<file path="src/rtl/txdesc_ring_reader.sv">
`timescale 1ns/1ps
module txdesc_ring_reader #(
  parameter int AW = 32
) (
  input  logic          clk,
  input  logic          rst_n,
  input  logic [AW-1:0] ring_base,
  input  logic          start,
  input  logic          halt,
  output logic          busy,
  output logic          mem_rd_req,
  output logic [AW-1:0] mem_rd_addr,
  input  logic          mem_rd_ack,
  input  logic [31:0]   mem_rd_data,
  input  logic          mem_rd_err,
  output logic          mem_wr_req,
  output logic [AW-1:0] mem_wr_addr,
  output logic [31:0]   mem_wr_data,
  input  logic          mem_wr_ack,
  output logic          tx_valid,
  output logic [7:0]    tx_data,
  output logic          tx_sof,
  output logic          tx_eof,
  output logic          tx_nocrc,
  input  logic          tx_ready,
  input  logic          retry_fail,
  output logic          frame_abort
);
  localparam int LEN_W = 11;
  localparam int B_LAST = 15;
  localparam int B_NOCRC = 16;
  localparam int B_WRAP = 30;
  localparam logic [31:0] USED_BIT = 32'h8000_0000;
  localparam logic [31:0] EXH_BIT  = 32'h0800_0000;
  localparam logic [31:0] UND_BIT  = 32'h1000_0000;
  localparam logic [31:0] RTY_BIT  = 32'h2000_0000;
  localparam logic [31:0] ERR_MASK = EXH_BIT | UND_BIT | RTY_BIT;
  localparam logic [AW-1:0] STEP = AW'(8);
  localparam logic [AW-1:0] CTL_OFS = AW'(4);

  typedef enum logic [2:0] {S_IDLE, S_RCTL, S_RADR, S_FETCH, S_SEND, S_WB} st_t;

  st_t st;
  logic [AW-1:0] ptr, baddr;
  logic [31:0] ctrl, word, wb;
  logic [LEN_W-1:0] cnt;
  logic ptr_ok, in_frame, sof_pend, halt_pend, stop_after, keep_ptr, abort_q;

  function automatic logic [31:0] wb_word(input logic [31:0] c, input logic [31:0] e);
    return (c & ~ERR_MASK) | USED_BIT | e;
  endfunction

  wire [LEN_W-1:0] len = ctrl[LEN_W-1:0];
  wire last_byte = (cnt == len - 1'b1);
  wire [AW-1:0] next_ptr = ctrl[B_WRAP] ? ring_base : ptr + STEP;

  assign busy        = (st != S_IDLE);
  assign mem_rd_req  = (st == S_RCTL) || (st == S_RADR) || (st == S_FETCH);
  assign mem_rd_addr = (st == S_RCTL) ? ptr + CTL_OFS :
                       (st == S_RADR) ? ptr : {baddr[AW-1:2], 2'b00};
  assign mem_wr_req  = (st == S_WB);
  assign mem_wr_addr = ptr + CTL_OFS;
  assign mem_wr_data = wb;
  assign tx_valid    = (st == S_SEND);
  assign tx_data     = word[{baddr[1:0], 3'b000} +: 8];
  assign tx_sof      = tx_valid && sof_pend;
  assign tx_eof      = tx_valid && ctrl[B_LAST] && last_byte;
  assign tx_nocrc    = tx_valid && ctrl[B_NOCRC];
  assign frame_abort = abort_q;

  always_ff @(posedge clk) begin
    if (!rst_n) begin
      st <= S_IDLE;
      ptr <= '0;
      baddr <= '0;
      ctrl <= '0;
      word <= '0;
      wb <= '0;
      cnt <= '0;
      ptr_ok <= 1'b0;
      in_frame <= 1'b0;
      sof_pend <= 1'b0;
      halt_pend <= 1'b0;
      stop_after <= 1'b0;
      keep_ptr <= 1'b0;
      abort_q <= 1'b0;
    end else begin
      abort_q <= 1'b0;
      if (halt && st != S_IDLE) halt_pend <= 1'b1;
      case (st)
        S_IDLE: begin
          halt_pend <= 1'b0;
          if (start) begin
            if (!ptr_ok) ptr <= ring_base;
            ptr_ok <= 1'b1;
            in_frame <= 1'b0;
            st <= S_RCTL;
          end
        end
        S_RCTL: if (mem_rd_ack) begin
          ctrl <= mem_rd_data;
          if (mem_rd_data[31]) begin
            if (in_frame) begin
              wb <= wb_word(mem_rd_data, EXH_BIT);
              stop_after <= 1'b1;
              keep_ptr <= 1'b1;
              st <= S_WB;
            end else begin
              st <= S_IDLE;
            end
          end else if (!in_frame && halt_pend) begin
            st <= S_IDLE;
          end else begin
            st <= S_RADR;
          end
        end
        S_RADR: if (mem_rd_ack) begin
          baddr <= mem_rd_data[AW-1:0];
          cnt <= '0;
          if (!in_frame) sof_pend <= 1'b1;
          in_frame <= 1'b1;
          if (len == '0) begin
            wb <= wb_word(ctrl, '0);
            st <= S_WB;
          end else begin
            st <= S_FETCH;
          end
        end
        S_FETCH: if (mem_rd_ack) begin
          if (mem_rd_err) begin
            wb <= wb_word(ctrl, UND_BIT);
            stop_after <= 1'b1;
            st <= S_WB;
          end else begin
            word <= mem_rd_data;
            st <= S_SEND;
          end
        end
        S_SEND: begin
          if (retry_fail) begin
            wb <= wb_word(ctrl, RTY_BIT);
            stop_after <= 1'b1;
            st <= S_WB;
          end else if (tx_ready) begin
            sof_pend <= 1'b0;
            baddr <= baddr + 1'b1;
            cnt <= cnt + 1'b1;
            if (last_byte) begin
              wb <= wb_word(ctrl, '0);
              st <= S_WB;
            end else if (baddr[1:0] == 2'b11) begin
              st <= S_FETCH;
            end
          end
        end
        S_WB: if (mem_wr_ack) begin
          if (!keep_ptr) ptr <= next_ptr;
          keep_ptr <= 1'b0;
          stop_after <= 1'b0;
          if (stop_after) begin
            abort_q <= 1'b1;
            in_frame <= 1'b0;
            sof_pend <= 1'b0;
            st <= S_IDLE;
          end else if (ctrl[B_LAST]) begin
            in_frame <= 1'b0;
            st <= halt_pend ? S_IDLE : S_RCTL;
          end else begin
            st <= S_RCTL;
          end
        end
        default: st <= S_IDLE;
      endcase
    end
  end

  assert_idle_quiet_R1: assert property (@(posedge clk) disable iff (!rst_n)
    !busy |-> !mem_rd_req && !mem_wr_req && !tx_valid);

  assert_rd_hold_R2: assert property (@(posedge clk) disable iff (!rst_n)
    mem_rd_req && !mem_rd_ack |=> mem_rd_req && $stable(mem_rd_addr));

  assert_wb_owned_R4: assert property (@(posedge clk) disable iff (!rst_n)
    mem_wr_req |-> mem_wr_data[31]);

  assert_abort_idle_R7: assert property (@(posedge clk) disable iff (!rst_n)
    frame_abort |-> !busy);

  assert_byte_hold_R11: assert property (@(posedge clk) disable iff (!rst_n)
    tx_valid && !tx_ready && !retry_fail |=>
      tx_valid && $stable(tx_data) && $stable(tx_sof) && $stable(tx_eof));

  assert_one_action_R12: assert property (@(posedge clk) disable iff (!rst_n)
    $onehot0({mem_rd_req, mem_wr_req, tx_valid}));
endmodule

</file>
<file path="config.mk">
export PLATFORM = sky130hd
export DESIGN_NAME = txdesc_ring_reader
export DESIGN_NICKNAME = d
export VERILOG_FILES = /design/src/rtl/txdesc_ring_reader.sv
export SDC_FILE = /design/constraint.sdc
export NUM_CORES = 1
export LEC_CHECK = 0
export ABC_CLOCK_PERIOD_IN_PS = 2600
export BUFFER_PORTS_ARGS = -buffer_cell sky130_fd_sc_hd__buf_2
export CORE_MARGIN = 2
export CORE_UTILIZATION = 45
export CTS_CLUSTER_SIZE = 16
export DETAILED_ROUTE_END_ITERATION = 8
export GPL_ROUTABILITY_DRIVEN = 0
export PLACE_DENSITY = 0.77
export RECOVER_POWER = 50
export SLEW_MARGIN = 15
export SYNTH_ARGS = -nofsm -noshare
export SYNTH_HDL_FRONTEND = slang
export SYNTH_SLANG_ARGS = --single-unit
</file>
<file path="constraint.sdc">
create_clock -name clk -period 2.6 [get_ports clk]
set_input_delay 0.13 -clock clk [delete_from_list [all_inputs] [get_ports clk]]
set_output_delay 0.13 -clock clk [all_outputs]
set_load 0.05 [all_outputs]
</file>
---- After elaboration in Yosys (flattened, before gate mapping) ----
Index checks and enable logic that the tools add are counted.
Widths: inputs -> output; s select.
operators by class
  $add $sub $neg .......................... 5
  equality and inequality tests ........... 27
  shift operators ......................... 1
  mux-type cells .......................... 68
  bitwise operators ....................... 2
  reductions and logical operators ........ 32
operators with widths
  cell                   count
  $mux 32                20
  $pmux 32 s2            2
  $pmux 32 s4            1
  $mux 3                 12
  $mux 11                3
  $add 32x1->32 const B  1
  $add 32x3->32 const B  1
  $add 32x4->32 const B  1
  $shiftx 32x6->8        1
  $mux 1                 23
  $ne 2x2->1 const B     11
  $pmux 11 s2            1
  $pmux 3 s6             1
  $reduce_and 5->1       3
  $reduce_and 7->1       2
  $add 11x1->11 const B  1
  $eq 11x11->1           1
  $logic_not 11->1       1
  $sub 11x1->11 const B  1
  $ne 2x1->1 const B     5
  $reduce_and 10->1      1
  $ne 3x1->1 const B     3
  $reduce_bool 3->1      3
  $reduce_and 8->1       1
  20 further kinds       35
storage, ports and cells
  register bits ........................... 180
  input bits .............................. 73

---- Depth between registers and ports, before layout ----
Gate-level depths: netlist (run 1).
  depth after elaboration ................. 6
  gate-level depth with buffers ........... 12
  gate-level depth less buffers ........... 9

---- Least setup slack after synthesis (run 1) ----
Ideal clock, no wire load.
  path type ............................... reg2out
  start ................................... register ptr[3]
  end ..................................... output port mem_rd_addr[18]
  data arrival time ....................... 3.367 ns
  path slack .............................. -0.897 ns
  cell stages (with the launch flop) ...... 10
  buffers on the path ..................... 1
  cell sequence ........................... dfxtp_1 -> ha_1 -> nand3_4 -> or2_1 -> buf_2 -> or2_2 -> nor2_1 -> xor2_1 -> nor2_1 -> a31oi_1
on the way
  cells in the longest elaborated chain, start to end .. 2
ends and longest elaborated chain
  element                 line  source
  from (decl)             44    logic [AW-1:0] ptr, baddr;
  from (signal assigned)  94    if (!ptr_ok) ptr <= ring_base;
  from (signal assigned)  157   if (!keep_ptr) ptr <= next_ptr;
  $add 32x3->32           --
  net mem_wr_addr[18]     17    output logic [AW-1:0] mem_wr_addr,
  $mux 32                 59    assign mem_rd_addr = (st == S_RCTL) ? ptr + CTL_OFS :
  to (decl)               12    output logic [AW-1:0] mem_rd_addr,
The timed path passes the listed nets, and every way through them passes these cells.

---- Worst setup path after layout (run 1) ----
  start ................................... register ptr[3]
  end ..................................... output port mem_rd_addr[28]
on the way
  cells in the longest elaborated chain, start to end .. 2
ends and longest elaborated chain
  element        line
  $add 32x3->32  59
  $mux 32        59
Every way passes these cells.

==> summary.md, run 1 <==
| Metric | Value |
|---|---|
| Status | `finished with violations` |
| Failing checks | `setup timing` |
| Yosys cell types | `79` |
| Flop pwr share | `25.6%` |
| Pwr Density | `1060 nW/um^2` |
| Slew headroom | `41.8%` |
| PortBufs | `184` |
| Full die area | `24700 sq um` |
| WP buf/inv | `2` |
| Post-synth ARST share | `0%` |
| Total core area | `23300 sq um` |
| Worst r2r path cells | `9` |
| Clock buffer depth | `2` |
| Power Internal | `0.00718 W` |
| Num ports | `185` |
| Register bit total from synthesis | `177` |
| VDD IR-drop max | `0.653 mV` |
| H-tree depth | `4` |
| Avg WL per Cell | `19.4 microns` |
| Total CTS buffers | `17` |
| Critical path arrival | `2.57 ns` |
| Final instance area | `13600 sq um` |
| Synth top area share | `33.6%` |
| Final nets | `1691` |
| Hold path depth | `3` |
| Final setup vio count | `15` |
| Die width | `157 microns` |
| Fillers | `2084` |
| Synthesized area | `10600 sq um` |
| Final Hold Viols | `0` |
| Post-synth EDFFs | `0` |
| Max cap viols | `0` |
| CP max FO | `6` |
| GR Overflow Total | `0` |
| Final worst path period share | `104%` |
| Flop-to-flop setup slack | `-0.05 ns` |
| Hold_ws | `0.00970 ns` |
| Net Sw Power | `0.00715 W` |
| Antenna violations before repair | `1` |
| Largest stage delay, worst path | `0.39 ns` |
| Top delay family on crit path | `simple AND/OR/NAND/NOR gates` |
| Sw Ratio | `49.9%` |
| ANT nets after route | `0` |
| DP Area | `12300 sq um` |
| Vias | `11777` |
| Slowest CP cell | `dfxtp_4` |
| Clock slew at reported path FFs | `0.07 ns` |
| Die height | `157 microns` |
| N_diodes | `0` |
| Synth cell count leaders | `nand2_1, dfxtp_1, a21oi_1` |
| Num Clock Sinks | `177` |
| Share of post-route cells with drive strength above 1 | `25.3%` |
| Minimum clock period | `2.70 ns` |
| Sequential area share after synthesis | `33.6%` |
| Synth area leaders | `dfxtp_1, nand2_1, a21oi_1, nor2_1, mux2i_1` |
| Critical path depth | `10` |
| # rows | `56` |
| TritonCTS clock tree | `yes` |
| Clk_skew | `0.0149 ns` |
| HPWL Detailed | `25900 microns` |
| First-pass DRT Iterations | `6` |
| RSZ-0062 raised after global routing | `yes` |
| Main flop type after synthesis | `dfxtp_1` |
| Leakage power total | `5.31 nW` |
| Worst setup EP type | `output pin` |
| Max Transition Viols Final | `0` |
| Clk_lat worst skew | `0.45 ns` |
| Layout Utilization | `58.3%` |
| Total power | `0.0143 W` |
| Max Fclk | `0.371 GHz` |
| Vias in the first global route | `10867` |
| Inst Count DP | `1870` |
| P&R area growth vs syn | `28.6%` |
| Gr usage total | `29.5%` |
| Post-Syn Nets | `1489` |
| First-pass GRT wire length | `57300 microns` |
| Layout Cells excl Fill | `1945` |
| Synth warnings | `0` |
| Largest net degree at the start of global routing | `83` |
| Synth area leader | `dfxtp_1` |
| Gate power share | `55.7%` |
| CTS root buf | `clkbuf_16` |
| Cell with the most instances after synthesis | `nand2_1` |
| Critical path class | `reg2out` |
| DRT Wirelength | `37600 microns` |
| Initial drt markers | `1415` |
| Synthesized area per cell | `7.48 sq um` |
| Clock share of power | `18.6%` |
| Post-Synthesis Cells | `1411` |
| Via/cell ratio | `6.06` |
| Residual DRC | `0` |
| Final setup margin | `-0.0979 ns` |
| Worst Tran Pin Value | `0.873 ns` |
| CP required | `2.47 ns` |
| Worst min-delay path category | `in2reg` |
| Startpoint types | `flip-flop` |
| Initial Utilization | `45.4%` |
| Cell breakdown of the critical path | `ha_4, nand3_4, or2_4, nor3_4, nand3_4, buf_4, nor2_4, xnor2_2, o21a_2, buf_4` |
==> flip-flops by register name, indices dropped and copies added (netlist names), 3 cells and up <==
name and flops:
baddr 32, mem_wr_data 32, word 32, ptr 32
st 3, cnt 11, ctrl 28
==> worst min-delay path: cells and delay by family <==
family / cells / cell delay [ns]
AOI/OAI and AO/OA: 1 / 0.05
buffers and inverters: 1 / 0.15
and+or+nand+nor: 1 / 0.07
==> layout make-up <==
cell class | count | area [sq um] | area share (%)
repair buffers | 298 | 1950 | 14.3
multi-input cells | 1097 | 6950 | 51.2
clock buffers | 17 | 425 | 3.13
inverters | 22 | 86.3 | 0.636
well taps | 319 | 399 | 2.94
flip-flops and latches | 177 | 3580 | 26.4
clock inverters | 15 | 185 | 1.36
==> repair_timing <==
action	4_1_cts	5_1_grt
resized for setup	64	78
setup endpoints to repair	39	37
hold buffers	22	0
buffers inserted	7	14
pin swaps	14	22
hold endpoints to repair	29	0
==> path summary, 6_finish.rpt <==
path | start | endpoint
min | mem_rd_data[13] | word[13]
max | ptr[3] | mem_rd_addr[28]
min reg2reg | word[2] | word[2]
max reg2reg | st[2] | baddr[19]
==> layout by cell type (no fill, tap or decap), types with 7 or more instances in the layout <==
| cell | Yosys | layout |
|---|---|---|
| a211oi_1 | 10 | 9 |
| a21oi_1 | 142 | 139 |
| a22o_1 | 8 | 8 |
| a22oi_1 | 23 | 24 |
| a31oi_1 | 17 | 10 |
| and2_1 | 11 | 10 |
| and3_1 | 15 | 12 |
| buf_2 | 28 | 105 |
| buf_4 | 4 | 82 |
| buf_6 | 2 | 19 |
| clkbuf_1 | 76 | 56 |
| clkbuf_16 | 0 | 17 |
| dfxtp_1 | 177 | 162 |
| dfxtp_2 | 0 | 9 |
| dlygate4sd3_1 | 0 | 22 |
| inv_1 | 20 | 19 |
| mux2_2 | 27 | 27 |
| mux2i_1 | 42 | 42 |
| mux4_2 | 8 | 8 |
| nand2_1 | 301 | 297 |
| nand3_1 | 37 | 34 |
| nand4_1 | 22 | 22 |
| nor2_1 | 129 | 118 |
| nor2_2 | 4 | 8 |
| nor2_4 | 0 | 7 |
| nor3_1 | 32 | 27 |
| o211ai_1 | 7 | 7 |
| o21ai_0 | 76 | 71 |
| o21ai_1 | 5 | 8 |
| o22ai_1 | 9 | 9 |
| o31ai_1 | 8 | 8 |
| xnor2_1 | 21 | 17 |
| xor2_1 | 26 | 16 |
==> cells by family after synthesis <==
kind of cell	share of synthesized area, %
AND/OR/NAND/NOR	27.0
AO/OA/AOI/OAI	20.2
flip-flops	33.6
buffers and inverters	5.97
multiplexers	8.57
XOR/XNOR	4.05
adder cells (fa/ha/maj)	0.593
==> per-layer routing <==
layer	track usage (%)	up-vias	share of wire, %
met2	47.6	732	46
met4	14.7	2	5.3
met5	0	-	0.035
met3	6.44	158	9.8
met1	37.3	5543	39
li1	-	5342	-
==> per-stage QoR <==
| stage | setup slack (ns) | setup TNS, ns |
|---|---|---|
| floorplan | -0.396 | -0.434 |
| global placement | 0.0772 | 0 |
| detailed placement | 0.0438 | 0 |
| CTS | -0.0727 | -0.271 |
| global route | -0.181 | -2.95 |
| finish | -0.0979 | -0.721 |
==> power by group through the flow <==
stage / sequential (W) / clock (W) / combinational (W)
finish: 0.00367 / 0.00267 / 0.00798
global route: 0.00373 / 0.00280 / 0.00843
CTS: 0.00363 / 0.00268 / 0.00776
detailed placement: 0.00367 / 0 / 0.00753
global placement: 0.00365 / 0 / 0.00745
floorplan: 0.00405 / 0 / 0.00536
Note: power is estimated with default switching activity, not from simulation.
==> inputs of run 2 (changes only) <==
--- a/config.mk
+++ b/config.mk
@@ -6,7 +6,7 @@
 export NUM_CORES = 1
 export LEC_CHECK = 0
 export ABC_CLOCK_PERIOD_IN_PS = 2600
-export BUFFER_PORTS_ARGS = -buffer_cell sky130_fd_sc_hd__buf_2
+export BUFFER_PORTS_ARGS = -buffer_cell sky130_fd_sc_hd__buf_4
 export CORE_MARGIN = 2
 export CORE_UTILIZATION = 45
 export CTS_CLUSTER_SIZE = 16
==> summary.md, run 2 (synthesis results as in run 1) <==
| Metric | Value |
|---|---|
| Clock buffer depth | `2` |
| Die width | `157 microns` |
| Vias in the first global route | `10986` |
| Max Transition Viols Final | `0` |
| N_diodes | `0` |
| Commonest non-fill, non-tap cell in the layout | `nand2_1` |
| Hold path start | `mem_rd_data[24]` |
| Sw Ratio | `49.6%` |
| Critical path class | `reg2out` |
| Max cap viols | `0` |
| Share of post-route cells with drive strength above 1 | `26.0%` |
| Fillers | `2075` |
| Vias | `11747` |
| Hold_ws | `-0.00180 ns` |
| DRT Wirelength | `37800 microns` |
| Worst min-delay path category | `in2reg` |
| Worst R2R End | `cnt[10]` |
| Worst setup EP type | `output pin` |
| Total CTS buffers | `17` |
| Residual DRC | `0` |
| Final nets | `1712` |
| Die height | `157 microns` |
| Antenna violations before repair | `0` |
| CTS root buf | `clkbuf_16` |
| Final setup vio count | `7` |
| Net Sw Power | `0.00720 W` |
| TritonCTS clock tree | `yes` |
| Flop-to-flop setup slack | `0.11 ns` |
| Final setup margin | `-0.162 ns` |
| Failing checks | `hold timing, setup timing` |
| # rows | `56` |
| First-pass GRT wire length | `57400 microns` |
| Power Internal | `0.00732 W` |
| H-tree depth | `4` |
| Clock share of power | `17.9%` |
| Num Clock Sinks | `177` |
| Clk_skew | `0.0194 ns` |
| CP required | `2.47 ns` |
| Top delay family on crit path | `simple AND/OR/NAND/NOR gates` |
| Slew headroom | `42.0%` |
| Startpoint types | `flip-flop` |
| HPWL Detailed | `26100 microns` |
| Pwr Density | `1030 nW/um^2` |
| Critical path arrival | `2.63 ns` |
| RSZ-0062 raised after global routing | `yes` |
| VDD IR-drop max | `0.613 mV` |
| Worst r2r path cells | `9` |
| Clk_lat worst skew | `0.45 ns` |
| Cell breakdown of the critical path | `nand4_1, nor4_4, nand2_2, nor4_4, nand2_2, o32a_1, o21ai_2, buf_6` |
| Final worst path period share | `106%` |
| Worst Tran Pin Value | `0.870 ns` |
| P&R area growth vs syn | `33.4%` |
| Full die area | `24700 sq um` |
| Minimum clock period | `2.76 ns` |
| Layout Utilization | `60.5%` |
| First-pass DRT Iterations | `6` |
| Leakage power total | `5.49 nW` |
| PortBufs | `184` |
| CP max FO | `6` |
| GR Overflow Total | `0` |
| Flop pwr share | `25.4%` |
| Total core area | `23300 sq um` |
| Most frequent cells in the layout | `nand2_1, buf_4, dfxtp_1` |
| Gate power share | `56.7%` |
| Initial Utilization | `45.4%` |
| ANT nets after route | `0` |
| Num ports | `185` |
| Sum Neg Setup Slack | `-0.381 ns` |
| Avg WL per Cell | `19.2 microns` |
| Max Fclk | `0.362 GHz` |
| Hold path depth | `3` |
| Largest stage delay, worst path | `0.40 ns` |
| WP buf/inv | `1` |
| Initial drt markers | `1376` |
| Status | `finished with violations` |
| Min-Delay Endpoint | `ctrl[24]` |
| Via/cell ratio | `5.98` |
| Gr usage total | `29.6%` |
| Largest net degree at the start of global routing | `83` |
| Slowest CP cell | `nor4_4` |
| Clock slew at reported path FFs | `0.07 ns` |
| Final Hold Viols | `1` |
| Crit Reg-Reg Startpoint | `st[1]` |
## run 2: cell types whose count changed in the layout (fill, tap and decap cells not counted), sizes merged
cell,delta
dlygate4sd3,+16
buf,+8
clkbuf,-2
bufinv,-1
clkinvlp,-1
inv,+1
## run 2: worst max-delay path by stage
stage                      end  cells past startpoint     from  slack, ns
2_1_floorplan  mem_rd_addr[18]                      9   ptr[3]      -0.40
3_3_place_gp   mem_rd_addr[31]                      9   ptr[3]       0.07
3_5_place_dp   mem_rd_addr[31]                      9   ptr[3]      -0.03
4_1_cts        mem_rd_addr[31]                      9   ptr[3]      -0.13
5_1_grt        mem_rd_addr[31]                      8  ptr[10]      -0.23
6_report       mem_rd_addr[31]                      8  ptr[10]      -0.16
## run 2: power by group through the flow
stage	clock, W	sequential (W)	combinational [W]
2_1_floorplan	0	0.00405	0.00536
3_3_place_gp	0	0.00369	0.00780
3_5_place_dp	0	0.00370	0.00790
4_1_cts	0.00261	0.00367	0.00808
5_1_grt	0.00272	0.00375	0.00867
6_report	0.00259	0.00369	0.00823
## run 2: final cells by class
cell class	instances	area (sq um)	area share (%)
sequential	177	3590	25.5
inverter	22	86.3	0.613
tap	319	399	2.83
clock inverter	14	165	1.17
timing repair buffer	319	2430	17.3
multi-input combinational	1097	6980	49.6
clock buffer	18	429	3.05
## run 2: layer usage
metal,vias up,share of wire [%],track usage [%]
met5,-,0,0
met4,0,5.8,16.9
met3,171,9.2,6.28
met2,699,46,47.4
met1,5489,39,37.0
li1,5388,-,-
## run 2: per-stage QoR
| step | instances | cell area (sq um) | total power [W] | worst slack (ns) |
|---|---|---|---|---|
| 5_1_grt | 1966 | 14100 | 0.0151 | -0.227 |
| 4_1_cts | 1939 | 13900 | 0.0144 | -0.135 |
| 3_3_place_gp | 1861 | 12600 | 0.0115 | 0.0691 |
| 2_1_floorplan | 1411 | 10900 | 0.00941 | -0.396 |
| 3_5_place_dp | 1861 | 12600 | 0.0116 | -0.0310 |
| 6_report | 1966 | 14100 | 0.0145 | -0.162 |
## run 2: tightest hold or removal path, cell delays in order
cell,delay (ns)
buf_4,0.16
nand2_1,0.06
a21oi_1,0.05
## run 2: what timing repair did
action	4_1_cts	5_1_grt
setup buffers	9	26
hold buffers	37	1
endpoints found under the hold margin	60	1
resized for setup	56	66
cloned	0	0
pin swaps	15	34
endpoints found under the setup margin	37	61
